## src/rtl/mpg_pkg.sv

```systemverilog
package mpg_pkg;
  // Synchronized control levels of one channel.
  typedef struct packed {
    logic fall_n;  // active-low trigger level
    logic rise;    // active-high trigger level
    logic clr_n;   // active-low clear level
  } mpg_lvl_t;

  localparam mpg_lvl_t MPG_IDLE = '{fall_n: 1'b1, rise: 1'b0, clr_n: 1'b1};
endpackage

```

## src/rtl/mpg_sync.sv

```systemverilog
module mpg_sync #(
  parameter int          BITS    = 3,
  parameter logic [BITS-1:0] RST_VAL = '0
) (
  input  logic            clk,
  input  logic            rst_n,
  input  logic [BITS-1:0] d,
  output logic [BITS-1:0] q
);
  logic [BITS-1:0] meta;

  always_ff @(posedge clk) begin
    if (!rst_n) begin
      meta <= RST_VAL;
      q    <= RST_VAL;
    end else begin
      meta <= d;
      q    <= meta;
    end
  end
endmodule

```

## src/rtl/mpg_edge.sv

```systemverilog
module mpg_edge
  import mpg_pkg::*;
(
  input  logic     clk,
  input  logic     rst_n,
  input  mpg_lvl_t cur,
  output logic     trig
);
  mpg_lvl_t prev;
  logic     armed;
  logic     fall_ev, rise_ev, clr_ev;

  assign fall_ev = prev.fall_n & ~cur.fall_n;
  assign rise_ev = ~prev.rise & cur.rise;
  assign clr_ev  = ~prev.clr_n & cur.clr_n;

  // Clear low blocks every path; the clear-release path needs arming.
  assign trig = cur.clr_n & (
                  (fall_ev & cur.rise) |
                  (rise_ev & ~cur.fall_n) |
                  (clr_ev & ~cur.fall_n & cur.rise & armed));

  always_ff @(posedge clk) begin
    if (!rst_n) begin
      prev  <= MPG_IDLE;
      armed <= 1'b0;
    end else begin
      prev <= cur;
      if (!cur.rise)                armed <= 1'b0;
      else if (!cur.clr_n && rise_ev) armed <= 1'b1;
      else if (clr_ev)              armed <= 1'b0;
    end
  end
endmodule

```

## src/rtl/mpg_timer.sv

```systemverilog
module mpg_timer #(
  parameter int WIDTH_W = 8
) (
  input  logic               clk,
  input  logic               rst_n,
  input  logic               trig,
  input  logic               clr_ok,
  input  logic [WIDTH_W-1:0] width,
  output logic               q,
  output logic               q_n
);
  logic [WIDTH_W-1:0] remain;

  always_ff @(posedge clk) begin
    if (!rst_n || !clr_ok) begin
      q      <= 1'b0;
      q_n    <= 1'b1;
      remain <= '0;
    end else if (!q) begin
      if (trig) begin
        q      <= 1'b1;
        q_n    <= 1'b0;
        remain <= (width == '0) ? '0 : width - 1'b1;
      end
    end else if (remain == '0) begin
      q   <= 1'b0;
      q_n <= 1'b1;
    end else begin
      remain <= remain - 1'b1;
    end
  end
endmodule

```

## src/rtl/mpg_oneshot.sv

```systemverilog
module mpg_oneshot
  import mpg_pkg::*;
#(
  parameter int NUM_CH  = 2,
  parameter int WIDTH_W = 8
) (
  input  logic                      clk,
  input  logic                      rst_n,
  input  logic [NUM_CH-1:0]         fall_trig_n,
  input  logic [NUM_CH-1:0]         rise_trig,
  input  logic [NUM_CH-1:0]         clear_n,
  input  logic [NUM_CH*WIDTH_W-1:0] width_cycles,
  output logic [NUM_CH-1:0]         pulse,
  output logic [NUM_CH-1:0]         pulse_n
);
  localparam int LVL_BITS = $bits(mpg_lvl_t);

  logic [NUM_CH-1:0] clr_s;
  logic [NUM_CH-1:0] trig_v;

  for (genvar ch = 0; ch < NUM_CH; ch++) begin : g_ch
    mpg_lvl_t raw, lvl;
    logic     p, pn;

    assign raw = '{fall_n: fall_trig_n[ch], rise: rise_trig[ch], clr_n: clear_n[ch]};

    mpg_sync #(.BITS(LVL_BITS), .RST_VAL(MPG_IDLE)) i_sync (
      .clk(clk), .rst_n(rst_n), .d(raw), .q(lvl)
    );

    mpg_edge i_edge (
      .clk(clk), .rst_n(rst_n), .cur(lvl), .trig(trig_v[ch])
    );

    mpg_timer #(.WIDTH_W(WIDTH_W)) i_timer (
      .clk(clk), .rst_n(rst_n), .trig(trig_v[ch]), .clr_ok(lvl.clr_n),
      .width(width_cycles[ch*WIDTH_W +: WIDTH_W]), .q(p), .q_n(pn)
    );

    assign clr_s[ch]   = lvl.clr_n;
    assign pulse[ch]   = p;
    assign pulse_n[ch] = pn;
  end
endmodule

```

## config.mk

```make
export PLATFORM = sky130hd
export DESIGN_NAME = mpg_oneshot
export DESIGN_NICKNAME = d
export VERILOG_FILES = /design/src/rtl/mpg_pkg.sv /design/src/rtl/mpg_sync.sv /design/src/rtl/mpg_edge.sv /design/src/rtl/mpg_timer.sv /design/src/rtl/mpg_oneshot.sv
export SDC_FILE = /design/constraint.sdc
export NUM_CORES = 1
export LEC_CHECK = 0
export ABC_CLOCK_PERIOD_IN_PS = 2210
export BUFFER_PORTS_ARGS = -buffer_cell sky130_fd_sc_hd__buf_2
export CAP_MARGIN = 10
export CORE_UTILIZATION = 35
export DETAILED_ROUTE_END_ITERATION = 10
export MAX_ROUTING_LAYER = met4
export PLACE_DENSITY = 0.55
export SLEW_MARGIN = 15
export SYNTH_ARGS = -nofsm -noshare
export SYNTH_HDL_FRONTEND = slang
export SYNTH_HIERARCHICAL = 1
export SYNTH_SLANG_ARGS = --single-unit
export TNS_END_PERCENT = 20
```

## constraint.sdc

```tcl
create_clock -name clk -period 2.21 [get_ports clk]
set_input_delay 0.1105 -clock clk [delete_from_list [all_inputs] [get_ports clk]]
set_output_delay 0.1105 -clock clk [all_outputs]
set_load 0.01 [all_outputs]
```

* After elaboration in Yosys (flattened, before gate mapping)
Cells that the tools add are included.
Storage, ports and cells: word-level logic and storage cells 99, input bits 24, flip-flop bits (word level) 40, output and inout port bits 4
Cells by class: mux-type cells 24, eq/ne operators 4, reductions and logical operators 21, add/subtract/negate cells 4, bitwise gates (word level) 28
Operators by type and width (count):
- $mux 8 | 8
- $logic_not 8->1 | 4
- $sub 8x1->8 const B | 4
- $and 1x1->1 | 18
- $mux 1 | 16
- $reduce_and 2->1 | 6
- $ne 2x2->1 const B | 4
- $reduce_bool 2->1 | 4
- $not 1->1 | 6
- $or 1x1->1 | 4
- $logic_not 1->1 | 3
- $logic_and 1x1->1 | 2
- $logic_or 1x1->1 | 2

* Depth between registers and ports, before layout
Gate-level depths: netlist of the first run.
depth in word-level cells 9, gate-level depth with buffers 7, gate-level depth less buffers 6

* By module
Netlist of the first run, hierarchy kept.
Modules (own cells, without submodules):
- mpg_timer | area an instance 805.8 um^2, instances 2, seq. area each 200.2 um^2, cells an instance 93
- mpg_sync | area an instance 157.7 um^2, instances 2, seq. area each 120.1 um^2, cells an instance 12
- mpg_edge | area an instance 142.6 um^2, instances 2, seq. area each 80.1 um^2, cells an instance 15
- mpg_oneshot | area an instance 30.0 um^2, instances 1, seq. area each 0.0 um^2, cells an instance 4

* Worst setup path before layout of the first run
Ideal clock, no wire load.
path type reg-to-reg, start point reg g_ch[0].i_timer.remain[0], end point reg g_ch[0].i_timer.remain[5], required time 2.094 ns, slack 0.532 ns, clock period less this slack 1.678 ns, buffers on the path 1, library setup time 0.116 ns, stages on the path, launching flop included 8, arrival time 1.562 ns, cell sequence dfxtp_1 inv_1 ha_1 or4b_4 o22ai_2 buf_6 nor2_1 a31o_1
On the way: cells in the longest elaborated chain, start to end 3, elaborated cells between the ends (all ways) 6, classes of those cells add/sub: 1; eq/ne: 1; mux: 2; reduce/logical: 2
Ends and longest elaborated chain:
- from (decl) | line mpg_timer.sv:12 | logic [WIDTH_W-1:0] remain;
- from (signal assigned) | line mpg_timer.sv:23 | remain <= (width == '0) ? '0 : width - 1'b1;
- from (signal assigned) | line mpg_timer.sv:29 | remain <= remain - 1'b1;
- $sub 8x1->8 / $logic_not 8->1 (equally long branches) | line mpg_timer.sv:29, mpg_timer.sv:25
- $mux 8 / $ne 2x2->1 (equally long branches)
- $mux 8 / $reduce_and 2->1 (equally long branches)
Several ways; a longest one is shown, not always the timed one. The select of a mux whose other input is x is not followed. A chain may end at the register's enable or synchronous reset.

* Worst setup path after layout of the first run
start point reg g_ch[1].i_timer.remain[0], end point reg g_ch[1].i_timer.remain[5]
On the way: cells in the longest elaborated chain, start to end 3, elaborated cells between the ends (all ways) 6, classes of those cells add/sub: 1; eq/ne: 1; mux: 2; reduce/logical: 2
Ends and longest elaborated chain (line):
- from (decl) | mpg_timer.sv:12
- from (signal assigned) | mpg_timer.sv:23
- from (signal assigned) | mpg_timer.sv:29
- $sub 8x1->8 / $logic_not 8->1 (equally long branches) | mpg_timer.sv:29, mpg_timer.sv:25
- $mux 8 / $ne 2x2->1 (equally long branches)
- $mux 8 / $reduce_and 2->1 (equally long branches)
Several ways; a longest one is shown, not always the timed one. The select of a mux whose other input is x is not followed.

==> impl_summary.md, run 1 <==
Worst setup path
On the critical path the largest part of the delay comes from compound AO/OA/AOI/OAI gates. For this run, the slowest stage of the critical path takes roughly 500 ps. Data arrives at the worst endpoint at roughly 2100 ps. The startpoint kind of the worst setup timing path is a register. Of all nets on the critical path, the largest fanout is 7. The worst register-to-register path begins at g_ch[1].i_timer/remain[0]. The category of the worst setup path capture point is a register.

The critical path class is reg2reg. In this run the worst setup path begins at g_ch[1].i_timer/remain[0]. The cell with the largest stage delay on the worst path is sky130_fd_sc_hd__or4b_4. The destination of the critical timing path is g_ch[1].i_timer/remain[5]. The data required time of the critical path is around 2400 ps. The logic depth of the worst register-to-register path is 6.

Counting buffers and inverters, the worst setup path is 6 cells deep. Together, buffers and inverters on the worst path number 1. The capture point of the worst reg-to-reg path is g_ch[1].i_timer/remain[5]. The signal on the critical path passes through inv_1 -> ha_1 -> or4b_4 -> o22ai_2 -> o311ai_0 -> a31o_1. The worst setup slack for register-to-register paths is about 290 ps.

Timing
The share of the cycle needed by the critical path after routing is between 80 and 90%. After routing, the total negative slack on setup checks comes to 0 ps. The total count of hold-check failures in the final report was 0. The setup violation total in the final timing report is 0. The worst clock skew is around 10 ps. The worst relative slew slack is 57.2%. The clock period could shrink to between 1500 and 2000 ps. The fmax is 521 MHz.

The number of pins exceeding their max-slew limit in the final report was 0. For the pin with the worst max-slew slack, the measured transition is between 600 and 700 ps. Setup repair after global routing left no endpoint under its margin.

Yosys
Sequential cells were found to cover approximately 36% of the synthesized design area. For this run, asynchronously set or reset flops after synthesis account for 0%. Summing every instance area after synthesis gives ~0.0022 mm². Synthesis produced a netlist whose cell count is 244. Of all cell types, the one taking the most synthesized area is sky130_fd_sc_hd__dfxtp_1. The number of distinct standard cells referenced by the synthesized netlist is 44. After synthesis, the share of cell area in mux cells is less than 1%. Synthesis inferred 40 register bits. The synthesized netlist net count is 276. The synthesized netlist devotes between 20% and 30% of its cell area to compound gates.

The main combinational cell family by area after synthesis is simple AND/OR/NAND/NOR gates. The share of synthesized cell area in full adder, half adder and majority cells is 4.46%. The number of enable-type register cells in the synthesized netlist is 0. The area share of the largest cell type after synthesis is around 36%. Yosys instantiated no cell more often than sky130_fd_sc_hd__dfxtp_1.

Yosys attributes the largest share of cell area to sky130_fd_sc_hd__dfxtp_1, sky130_fd_sc_hd__nand2b_1, sky130_fd_sc_hd__ha_1. The most used flip-flop cell after synthesis is sky130_fd_sc_hd__dfxtp_1. Yosys printed 6 warnings. The parity-gate share of the synthesized area counting xor and xnor cells is 3.91%. Counting instances in the post-synthesis netlist gives the leading cell types as sky130_fd_sc_hd__dfxtp_1, sky130_fd_sc_hd__inv_1, sky130_fd_sc_hd__nand2b_1, sky130_fd_sc_hd__nor2_1, sky130_fd_sc_hd__nand2_1. After Yosys synthesis, and, or, nand and nor cells account for 26.9% of the synthesized area. The mean instance size in the synthesized netlist is a little over 9 µm².

Flow run
The max-cap check violation count is 0.

Floorplan
The chip width is between 80 and 90 µm. For this configuration, the core starts out at a cell density of about 37%. In this run the vertical extent of the chip is slightly above 80 µm.

The floorplan step defined a die boundary enclosing ~0.0067 mm². The count of boundary I/O pins is 28. The floorplan has 28 rows. The floorplan step defined a core boundary enclosing 0.00606 mm².

GRT
The maximum number of pins on one net before global-route repair is 18. The initial antenna violation count is 0. The first-pass GRT wire length is ~7700 µm. The remaining global-route overflow is 0. For this run, the total global-route usage over all layers was measured as between 10% and 20%. The number of global-route vias before repair is roughly 1,700.

Final layout
In the final layout, the share of cells above drive strength 1 is a little over a fifth. The finished cells cover around 0.0026 mm². The final layout contains between 300 and 400 nets.

The area growth from synthesis to layout is 14.5%. The number of antenna repair diodes is 0.

Clocking
The clock latency at the later pin of the worst-skew pair is just under 300 ps. The CTS tree is built. The clock tree synthesis step divided the H-tree into 2 levels. The sink count of the clock tree is 40. The tree is rooted in a sky130_fd_sc_hd__clkbuf_8. The clock transition time at the flip-flop clock pins of the worst setup and hold paths is around 70 ps. The clock buffer count from CTS is 5. In this run the deepest clock path goes through 2 buffers.

Status
The flow ran to the end, and the final reports show no timing, DRC or antenna violations.

Route
The number of DRC violations after detailed routing is 0. The routed layout has about 1,800 vias. For this block, the routed nets add up to 4640 µm of wire. The average vias per placed instance is 5.17. The post-detailed-route wirelength per cell is 13.0 µm. Before antenna repair, the detailed router went through 4 iterations. The residual antenna-violating net count after detailed routing is 0.

The first routing iteration left 50 violations.

Min path
The startpoint of the most critical hold path is clear_n[0]. The tightest min-delay check is of the in2reg type.

Placement
The total of buffers placed on input and output ports is 27. Once placement finished, the instance area stood at approximately 0.0025 mm². The half-perimeter wire length of the detailed placement result is about 3400 µm. The routability congestion estimate from global placement is approximately 0.8.

Power
In this run the static leakage power is 1.03 nW. VDD sags by at most around 0.00028 V. The power density of the placed cells is between 500 and 600 mW/mm².
state kept, by name, summed over array words and instances (netlist names):
name	cells
g_ch.i_sync/q	6
g_ch.i_edge/prev	6
g_ch.i_timer/q_n	2
g_ch.i_timer/remain	16
g_ch.i_sync/meta	6
g_ch.i_edge/armed	2
g_ch.i_timer/q	2
cells by family after synthesis:
family	after synthesis
simple gates	98
compound gates	60
flops	40
buf+inv	26
xor+xnor	10
fa+ha+maj	8
mux	2
through the flow:
stage	hold WS, ps	utilization [%]	std cells	setup slack (ps)	total power, mW
detailed placement	294	40.5	346	312	0.920
CTS	1.04	42.3	356	300	1.43
global route	0.319	42.3	356	187	1.48
global placement	301	40.5	346	386	0.921
floorplan	184	-	244	532	0.858
finish	15.2	42.3	356	291	1.41
area by class of cell:
class,instances,area [µm²]
inverter,18,67.6
tap,75,93.8
clock buffer,8,90.1
timing repair buffer,37,215
fill,624,3490
sequential,40,801
multi-input combinational,178,1300
how the worst min path moves through the flow:
stage,end,slack (ps),depth (start not counted)
2_1_floorplan,g_ch[0].i_edge/prev[2],180,1
3_3_place_gp,g_ch[0].i_sync/meta[0],300,2
3_5_place_dp,g_ch[0].i_sync/meta[0],290,2
4_1_cts,g_ch[0].i_sync/meta[0],1,2
5_1_grt,g_ch[0].i_sync/meta[0],0.3,2
6_report,g_ch[0].i_sync/meta[0],20,2
layout by cell type (no fill, tap or decap), types with 6 or more instances in the layout:
master / n
sky130_fd_sc_hd__buf_2: 27
sky130_fd_sc_hd__a21oi_1: 10
sky130_fd_sc_hd__xor2_1: 8
sky130_fd_sc_hd__clkbuf_8: 6
sky130_fd_sc_hd__ha_1: 8
sky130_fd_sc_hd__nand2_1: 14
sky130_fd_sc_hd__nand2b_1: 18
sky130_fd_sc_hd__inv_1: 18
sky130_fd_sc_hd__buf_4: 8
sky130_fd_sc_hd__a211oi_2: 6
sky130_fd_sc_hd__dfxtp_1: 40
sky130_fd_sc_hd__and2_1: 8
sky130_fd_sc_hd__o21ai_0: 6
sky130_fd_sc_hd__nor2_1: 18
sky130_fd_sc_hd__a221oi_1: 10
sky130_fd_sc_hd__nor3b_1: 8
layer usage:
| metal | wire length [µm] | vias up | global-route usage [%] |
|---|---|---|---|
| li1 | - | 958 | - |
| met1 | 2540 | 841 | 21.5 |
| met2 | 1870 | 33 | 21.6 |
| met3 | 146 | 7 | 2.33 |
| met4 | 84 | 0 | 7.37 |
| met5 | 0 | - | - |
where the power goes:
group / total (mW) / leakage (nW) / internal, mW / switching [mW]
clock: 0.503 / 0.0455 / 0.255 / 0.248
combinational: 0.158 / 0.663 / 0.0717 / 0.0866
sequential: 0.749 / 0.326 / 0.738 / 0.0107
repair_timing:
action                                  CTS  global route
endpoints found under the hold margin     2             0
hold buffers                              2             0
gates resized for setup                   0             0
setup buffers                             0             0
endpoints found under the setup margin    0             0
Power figures use the tool's default switching activity.
==> run 2, diff against run 1 <==
CELL_PAD_IN_SITES_DETAIL_PLACEMENT = 0   (was unset)
CELL_PAD_IN_SITES_GLOBAL_PLACEMENT = 1   (was unset)
PLACE_DENSITY = 0.67   (was 0.55)
==> run 2 against run 1 <==
Net effect:
- critical path depth did not move
- largest cell class unchanged
- sequential share of layout area fell by 0.061 points
- design area rose by 0.20%
- wire length rose by 0.13%
- critical path type unchanged
==> impl_summary.md, run 2 (synthesized netlist as in run 1, its figures left out) <==
Status
The run finished with clean final reports.

Worst setup path
The setup path with the least slack is of type reg2reg. The data required time of the critical path is around 2400 ps. The worst setup path is launched from a register. The start of the worst register-to-register path is g_ch[0].i_timer/remain[0].

The combined buffer and inverter count along the critical path is 1. STA puts the critical path data arrival time at roughly 2100 ps. The kind of cell with the highest combined delay along the critical path is compound AO/OA/AOI/OAI gates.

The first element of the critical path is g_ch[0].i_timer/remain[0]. The critical path's largest stage delay is approximately 500 ps. Traced cell by cell, the critical path runs through inv_1 -> ha_1 -> or4b_4 -> o22ai_2 -> o311ai_0 -> a31o_1. The category of the worst setup path capture point is a register. The highest net fanout along the worst path is 7. The largest individual stage delay along the critical path comes from the cell sky130_fd_sc_hd__or4b_4.

Timing
The number of pins exceeding their max-slew limit in the final report was 0. Setup repair after global routing left no endpoint under its margin. The total count of hold-check failures in the final report is 0. The setup violation total in the final timing report is 0. The worst clock skew is ~4.8 ps. Hold is met by around 6.2 ps. The fmax is roughly 530 MHz. The worst path in the final design needs a cycle of about 1900 ps, including I/O delays and setup. In the final timing run, aggregate negative setup slack is 0 ps. The measured slew at the worst slew-check pin is 490 ps.

The worst relative slew slack is approximately 67%. The worst path setup slack after routing is 319 ps. Dividing the final minimum period by the clock period gives a little under nine tenths.

Clocking
The number of gates resized after CTS was 0. The clock buffer count from CTS is 5. The number of buffers inserted by hold repair at cts is 0. The clock latency at the later pin of the worst-skew pair is 280 ps. The CTS tree is built. Clock-pin slew was measured on the worst setup and hold paths at about 80 ps.

The sink count of the clock tree is 40. In this run the post-CTS setup repair buffer count came out at 0. The maximum count of clock buffers along a single path is 2. The clock root buffer master is sky130_fd_sc_hd__clkbuf_8.

The number of H-tree branching levels is 2.

Final layout
In the final design database the tool counted 311 nets. In the final layout, the share of cells above drive strength 1 is between 20 and 25%. The footprint of the multi-input gates is approximately 0.0013 mm².

The footprint of the flip-flops and latches is 801 µm². The repair_antennas step left the layout with diodes totalling 0. The flip-flop count of the largest register after layout is 16. Counting flops per register, the top entry is g_ch.i_timer/remain. From synthesis to final layout, the design area changed by 14.7%. The post-route core utilization is between 40% and 50%. The count of fill cells added during filler insertion is 633.

In the layout the commonest cells are sky130_fd_sc_hd__dfxtp_1, sky130_fd_sc_hd__buf_2, sky130_fd_sc_hd__inv_1, sky130_fd_sc_hd__nand2b_1, sky130_fd_sc_hd__nor2_1. The most common library cell in the layout ignoring fill and taps is sky130_fd_sc_hd__dfxtp_1.

Floorplan
From left edge to right edge, the die measures slightly above 80 µm. The count of boundary I/O pins is 28. The total core area is about 0.006 mm². The die covers roughly 0.0067 mm². In this run the core area contains 28 standard-cell rows. The die height is ~80 µm.

The effective utilization at floorplan is a little under two fifths.

Route
The average vias per placed instance is ~5.2. In the final routed layout, each cell accounts on average for approximately 13 µm. The detailed-router iteration count before antenna repair is 4. The number of DRC markers after the initial detailed-route iteration is 80. In the routed design, unresolved DRC markers number 0. Summed over all layers, the routed wires come to 4640 µm. The detail route stage leaves a number of antenna-violating nets equal to 0.

The via count of the routed design is approximately 1,800.

Power
The worst-case IR drop observed on VDD is roughly 0.00034 V. The analysis attributes to cell leakage a power of between 1 and 1.5 nW. The power density of the placed cells is between 500 and 600 mW/mm². After layout, the design draws a total of about 1.5 mW.

Min path
The tightest min-delay check is of the in2reg type. The startpoint of the most critical hold path is fall_trig_n[1].

GRT
The overall fraction of global-route tracks in use is 15.1%. The initial antenna violation count is 0. The first global-routing pass estimated around 7600 µm of wire. The remaining global-route overflow is 0. The maximum number of pins on one net before global-route repair is 18.

The number of global-route vias before repair is between 1,500 and 2,000.

Flow run
Max-cap violations in this run came to 0.

Placement
Before CTS, the worst setup slack after placement is roughly 340 ps. The half-perimeter wire length of the detailed placement result is between 3000 and 4000 µm. At the end of routability-driven placement, the weighted congestion stood at about 0.77.

The total of buffers placed on input and output ports is 27.
==> run 2: area by class of cell <==
| cell class | instances | area share, % |
|---|---|---|
| multi-input combinational | 178 | 50.5 |
| sequential | 40 | 31.1 |
| timing repair buffer | 36 | 7.88 |
| tap | 75 | 3.65 |
| clock buffer | 6 | 2.82 |
| inverter | 18 | 2.63 |
| clock inverter | 2 | 1.36 |
==> run 2: path summary, 6_finish.rpt <==
| check | endpoint | slack, ps | cells after the start |
|---|---|---|---|
| setup / recovery | g_ch[0].i_timer/remain[5] | 320 | 6 |
| hold / removal | g_ch[1].i_sync/meta[2] | 6 | 2 |
| setup reg to reg | g_ch[0].i_timer/remain[5] | 320 | 6 |
| hold reg to reg | g_ch[0].i_sync/q[2] | 420 | 1 |
==> run 2: routing by layer <==
layer	global-route usage [%]	wire length [µm]
met5	-	0
met4	5.26	52
met3	2.33	173
met2	22.1	1890
met1	20.9	2530
==> run 2: stage by stage <==
| step | cells | cell area [µm²] |
|---|---|---|
| after floorplan | 244 | 2240 |
| after global placement | 347 | 2460 |
| after detailed placement | 347 | 2460 |
| after CTS | 355 | 2570 |
| after global routing | 355 | 2570 |
| final | 355 | 2570 |
==> run 2: worst register-to-register path: cells and delay by family, from the launching register on <==
kind | cells | cell delay [ps]
flops | 1 | 330
fa+ha+maj | 1 | 160
simple gates | 1 | 500
compound gates | 3 | 680
buf+inv | 1 | 130
==> run 2: report_power, final <==
part | internal, mW | switching, mW | total, mW | leakage [nW]
registers | 0.738 | 0.0106 | 0.749 | 0.326
logic | 0.0708 | 0.0862 | 0.157 | 0.659
clock network | 0.335 | 0.251 | 0.586 | 0.0552
==> run 3, diff against run 2 <==
ABC_CLOCK_PERIOD_IN_PS = 2390   (was 2210)
BUFFER_PORTS_ARGS = -buffer_cell sky130_fd_sc_hd__buf_4   (was -buffer_cell sky130_fd_sc_hd__buf_2)
RECOVER_POWER = 50   (was unset)
clock period = 2.39 ns   (was 2.21 ns; I/O delays follow)
==> run 3 against run 2 <==
Net effect:
- worst hold slack improved by 1.2 ps
- setup slack improved by 86 ps
- sequential power is 7.6% lower
- sequential share of layout area shrank 0.62 points
- register-to-register slack better by 90 ps
- fmax shrank 4.7%
- largest cell class unchanged
- largest power group unchanged
==> impl_summary.md, run 3 (synthesized netlist as in run 1, its figures left out) <==
Status
The run finished with clean final reports.

Route
The detailed router finished its first iteration with 63 violations. In the routed design, unresolved DRC markers number 0. The final layout contains routed wiring with a total length of 4680 µm. The average vias per placed instance is 5.24. The post-detailed-route wirelength per cell is 13.3 µm.

For this block, the via count after detailed routing is 1,845. The residual antenna-violating net count after detailed routing is 0. The detailed-router iteration count before antenna repair is 5.

Power
The combinational share of power is between 10% and 20%. Internal power comes to 1.12 mW. IR analysis of the VDD net gives a maximum drop of around 0.00031 V. Sequential cells burn roughly 48% of the power. The clock network burns between 40% and 50% of the power. The standby leakage power is approximately 1.0 nW. The power density of the placed cells is approximately 550 mW/mm². Net switching is between 20% and 30% of the power. The power dissipated by switching net loads is 0.331 mW.

Timing
Setup repair after global routing left no endpoint under its margin. The share of the cycle needed by the critical path after routing is between 80% and 90%. The post-route minimum period is 1980 ps. The setup violation total in the final timing report is 0. Based on the critical path, the design can be clocked at up to a little over 500 MHz. The worst relative slew slack is 43.8%. The total count of hold-check failures in the final report is 0. The worst clock skew is a little under 10 ps. Adding up every negative setup slack in the final design gives 0 ps.

The number of pins exceeding their max-slew limit in the final report is 0. The tightest hold path in the finished design has a slack of 7.39 ps. The measured slew at the worst slew-check pin is 844 ps. The worst path setup slack after routing is roughly 410 ps.

Final layout
At the end of the flow, the number of nets in the layout was a little over 300. The footprint of the multi-input gates is between 0.001 and 0.0015 mm². Registers take between 800 and 900 µm². The relative area change from synthesis to final layout is 17.0%. The most flop-heavy register is g_ch.i_timer/remain. The register with the most flip-flops in the layout has 16 of them.

The most common library cell in the layout ignoring fill and taps is sky130_fd_sc_hd__dfxtp_1. Once layout is complete, the cells apart from fillers number 352. The number of antenna repair diodes is 0. Counting the fill cells in the layout gives about 610.

The post-route core utilization is between 40 and 50%. The library cells used most frequently in the layout, excluding fill and tap cells, are sky130_fd_sc_hd__dfxtp_1, sky130_fd_sc_hd__buf_4, sky130_fd_sc_hd__inv_1, sky130_fd_sc_hd__nand2b_1, sky130_fd_sc_hd__nor2_1. The fraction of layout cells with a size suffix above 1 is a little over a fifth.

Worst setup path
Counting cells, the worst reg-to-reg path comes to 7. The setup check on the worst reg-to-reg path leaves a slack of around 410 ps. In this run the worst path has a maximum fanout of 7. The capture point of the worst reg-to-reg path is g_ch[0].i_timer/remain[1]. The critical path class is reg2reg.

The data arrival time at the worst-slack endpoint is approximately 2200 ps. In this run the critical register-to-register path is launched from g_ch[0].i_timer/remain[0]. The startpoint kind of the worst setup timing path is a register.

The data required time of the critical path is approximately 2600 ps. The category of the worst setup path capture point is a register.

Floorplan
The total core area is 0.00606 mm². The placement row count is 28. Pin placement for this block handled 28 I/O pins. The die covers around 0.0067 mm². The chip width is roughly 82 µm. Once the floorplan was initialized, standard cells occupied 37.0% of the core.

The floorplan step set the die height to approximately 82 µm.

Flow run
The max-cap check violation count is 0.

Placement
Buffers placed on the I/O ports in this run total 27. The half-perimeter wire length of the detailed placement result is 3360 µm. The routability congestion estimate from global placement is about 0.8. Timing analysis after detailed placement gives a worst setup slack of about 460 ps. The total instance count after detailed placement is between 300 and 400.

Clocking
Buffers inserted to repair hold after CTS numbered 0. The post-cts sizing count is 0. After clock tree synthesis, the clock-pin slew on the worst setup and hold paths is roughly 80 ps. The CTS tree is built. The buffer count from post-CTS setup fixing is 0.

Clock tree synthesis selected as its root buffer the cell sky130_fd_sc_hd__clkbuf_8. The number of H-tree branching levels is 2. TritonCTS created 5 clock buffers. The clock reaches the later pin of the worst-skew pair after between 200 and 300 ps. The clock net in this run drives a total of 40 sinks. No sink is reached through more buffers than the 2 on the longest clock path.

Min path
The cell depth of the worst min-delay path is 2. The end point of the worst hold path is g_ch[0].i_sync/meta[2]. The worst hold path begins at fall_trig_n[0].

The class of the tightest hold or removal check is in2reg.

GRT
The first global-routing pass estimated ~7900 µm of wire. The initial antenna violation count came to 0. The remaining global-route overflow is 0.

The maximum number of pins on one net before global-route repair is 23. The number of global-route vias before repair came to about 1,700. For this run, the total global-route usage over all layers was measured as between 10% and 20%.
-- run 3: changes by cell type in the layout (fill, tap and decap cells not counted) --
cell	delta
sky130_fd_sc_hd__clkbuf_8	+2
sky130_fd_sc_hd__clkinv_2	-1
sky130_fd_sc_hd__clkbuf_1	+2
sky130_fd_sc_hd__buf_4	+21
sky130_fd_sc_hd__buf_2	-27
sky130_fd_sc_hd__and2_0	+5
sky130_fd_sc_hd__and2_1	-5
-- run 3: critical path: stages, from the launching register on --
cell and delay, ps:
sky130_fd_sc_hd__dfxtp_1 320, sky130_fd_sc_hd__inv_1 130, sky130_fd_sc_hd__ha_1 170, sky130_fd_sc_hd__or4b_4 500, sky130_fd_sc_hd__o22ai_2 310, sky130_fd_sc_hd__buf_4 210, sky130_fd_sc_hd__a221oi_1 60, sky130_fd_sc_hd__a211oi_2 220
-- run 3: worst max-delay path by stage --
stage | startpoint | endpoint | slack [ps] | cells past startpoint
floorplan | g_ch[0].i_timer/remain[0] | g_ch[0].i_timer/remain[5] | 710 | 7
global placement | g_ch[0].i_timer/remain[0] | g_ch[0].i_timer/remain[1] | 480 | 7
detailed placement | g_ch[0].i_timer/remain[0] | g_ch[0].i_timer/remain[1] | 460 | 7
CTS | g_ch[0].i_timer/remain[0] | g_ch[0].i_timer/remain[1] | 430 | 7
global route | g_ch[0].i_timer/remain[0] | g_ch[0].i_timer/remain[0] | 270 | 7
finish | g_ch[0].i_timer/remain[0] | g_ch[0].i_timer/remain[1] | 410 | 7
-- run 3: final cells by class --
class	count	share of cell area [%]
multi-input combinational	178	49.5
sequential	40	30.5
timing repair buffer	33	9.01
clock buffer	7	3.67
tap	75	3.58
inverter	18	2.58
clock inverter	1	1.14
-- run 3: through the flow --
stage / power (mW) / area (µm²)
2_1_floorplan: 0.793 / 2240
3_3_place_gp: 0.861 / 2510
3_5_place_dp: 0.861 / 2510
4_1_cts: 1.47 / 2640
5_1_grt: 1.52 / 2620
6_report: 1.45 / 2620
-- run 3: metal layers --
metal	global-route usage, %	share of wire (%)	vias up
li1	-	-	955
met1	21.9	53	846
met2	22.1	42	38
met3	3.78	4.1	6
met4	5.44	0.96	0
met5	-	0	-
-- run 3: power by group through the flow --
stage / clock network, mW / registers [mW] / logic [mW]
6_report: 0.609 / 0.692 / 0.152
2_1_floorplan: 0 / 0.705 / 0.0878
3_3_place_gp: 0 / 0.708 / 0.153
4_1_cts: 0.628 / 0.692 / 0.154
3_5_place_dp: 0 / 0.708 / 0.153
5_1_grt: 0.658 / 0.695 / 0.170
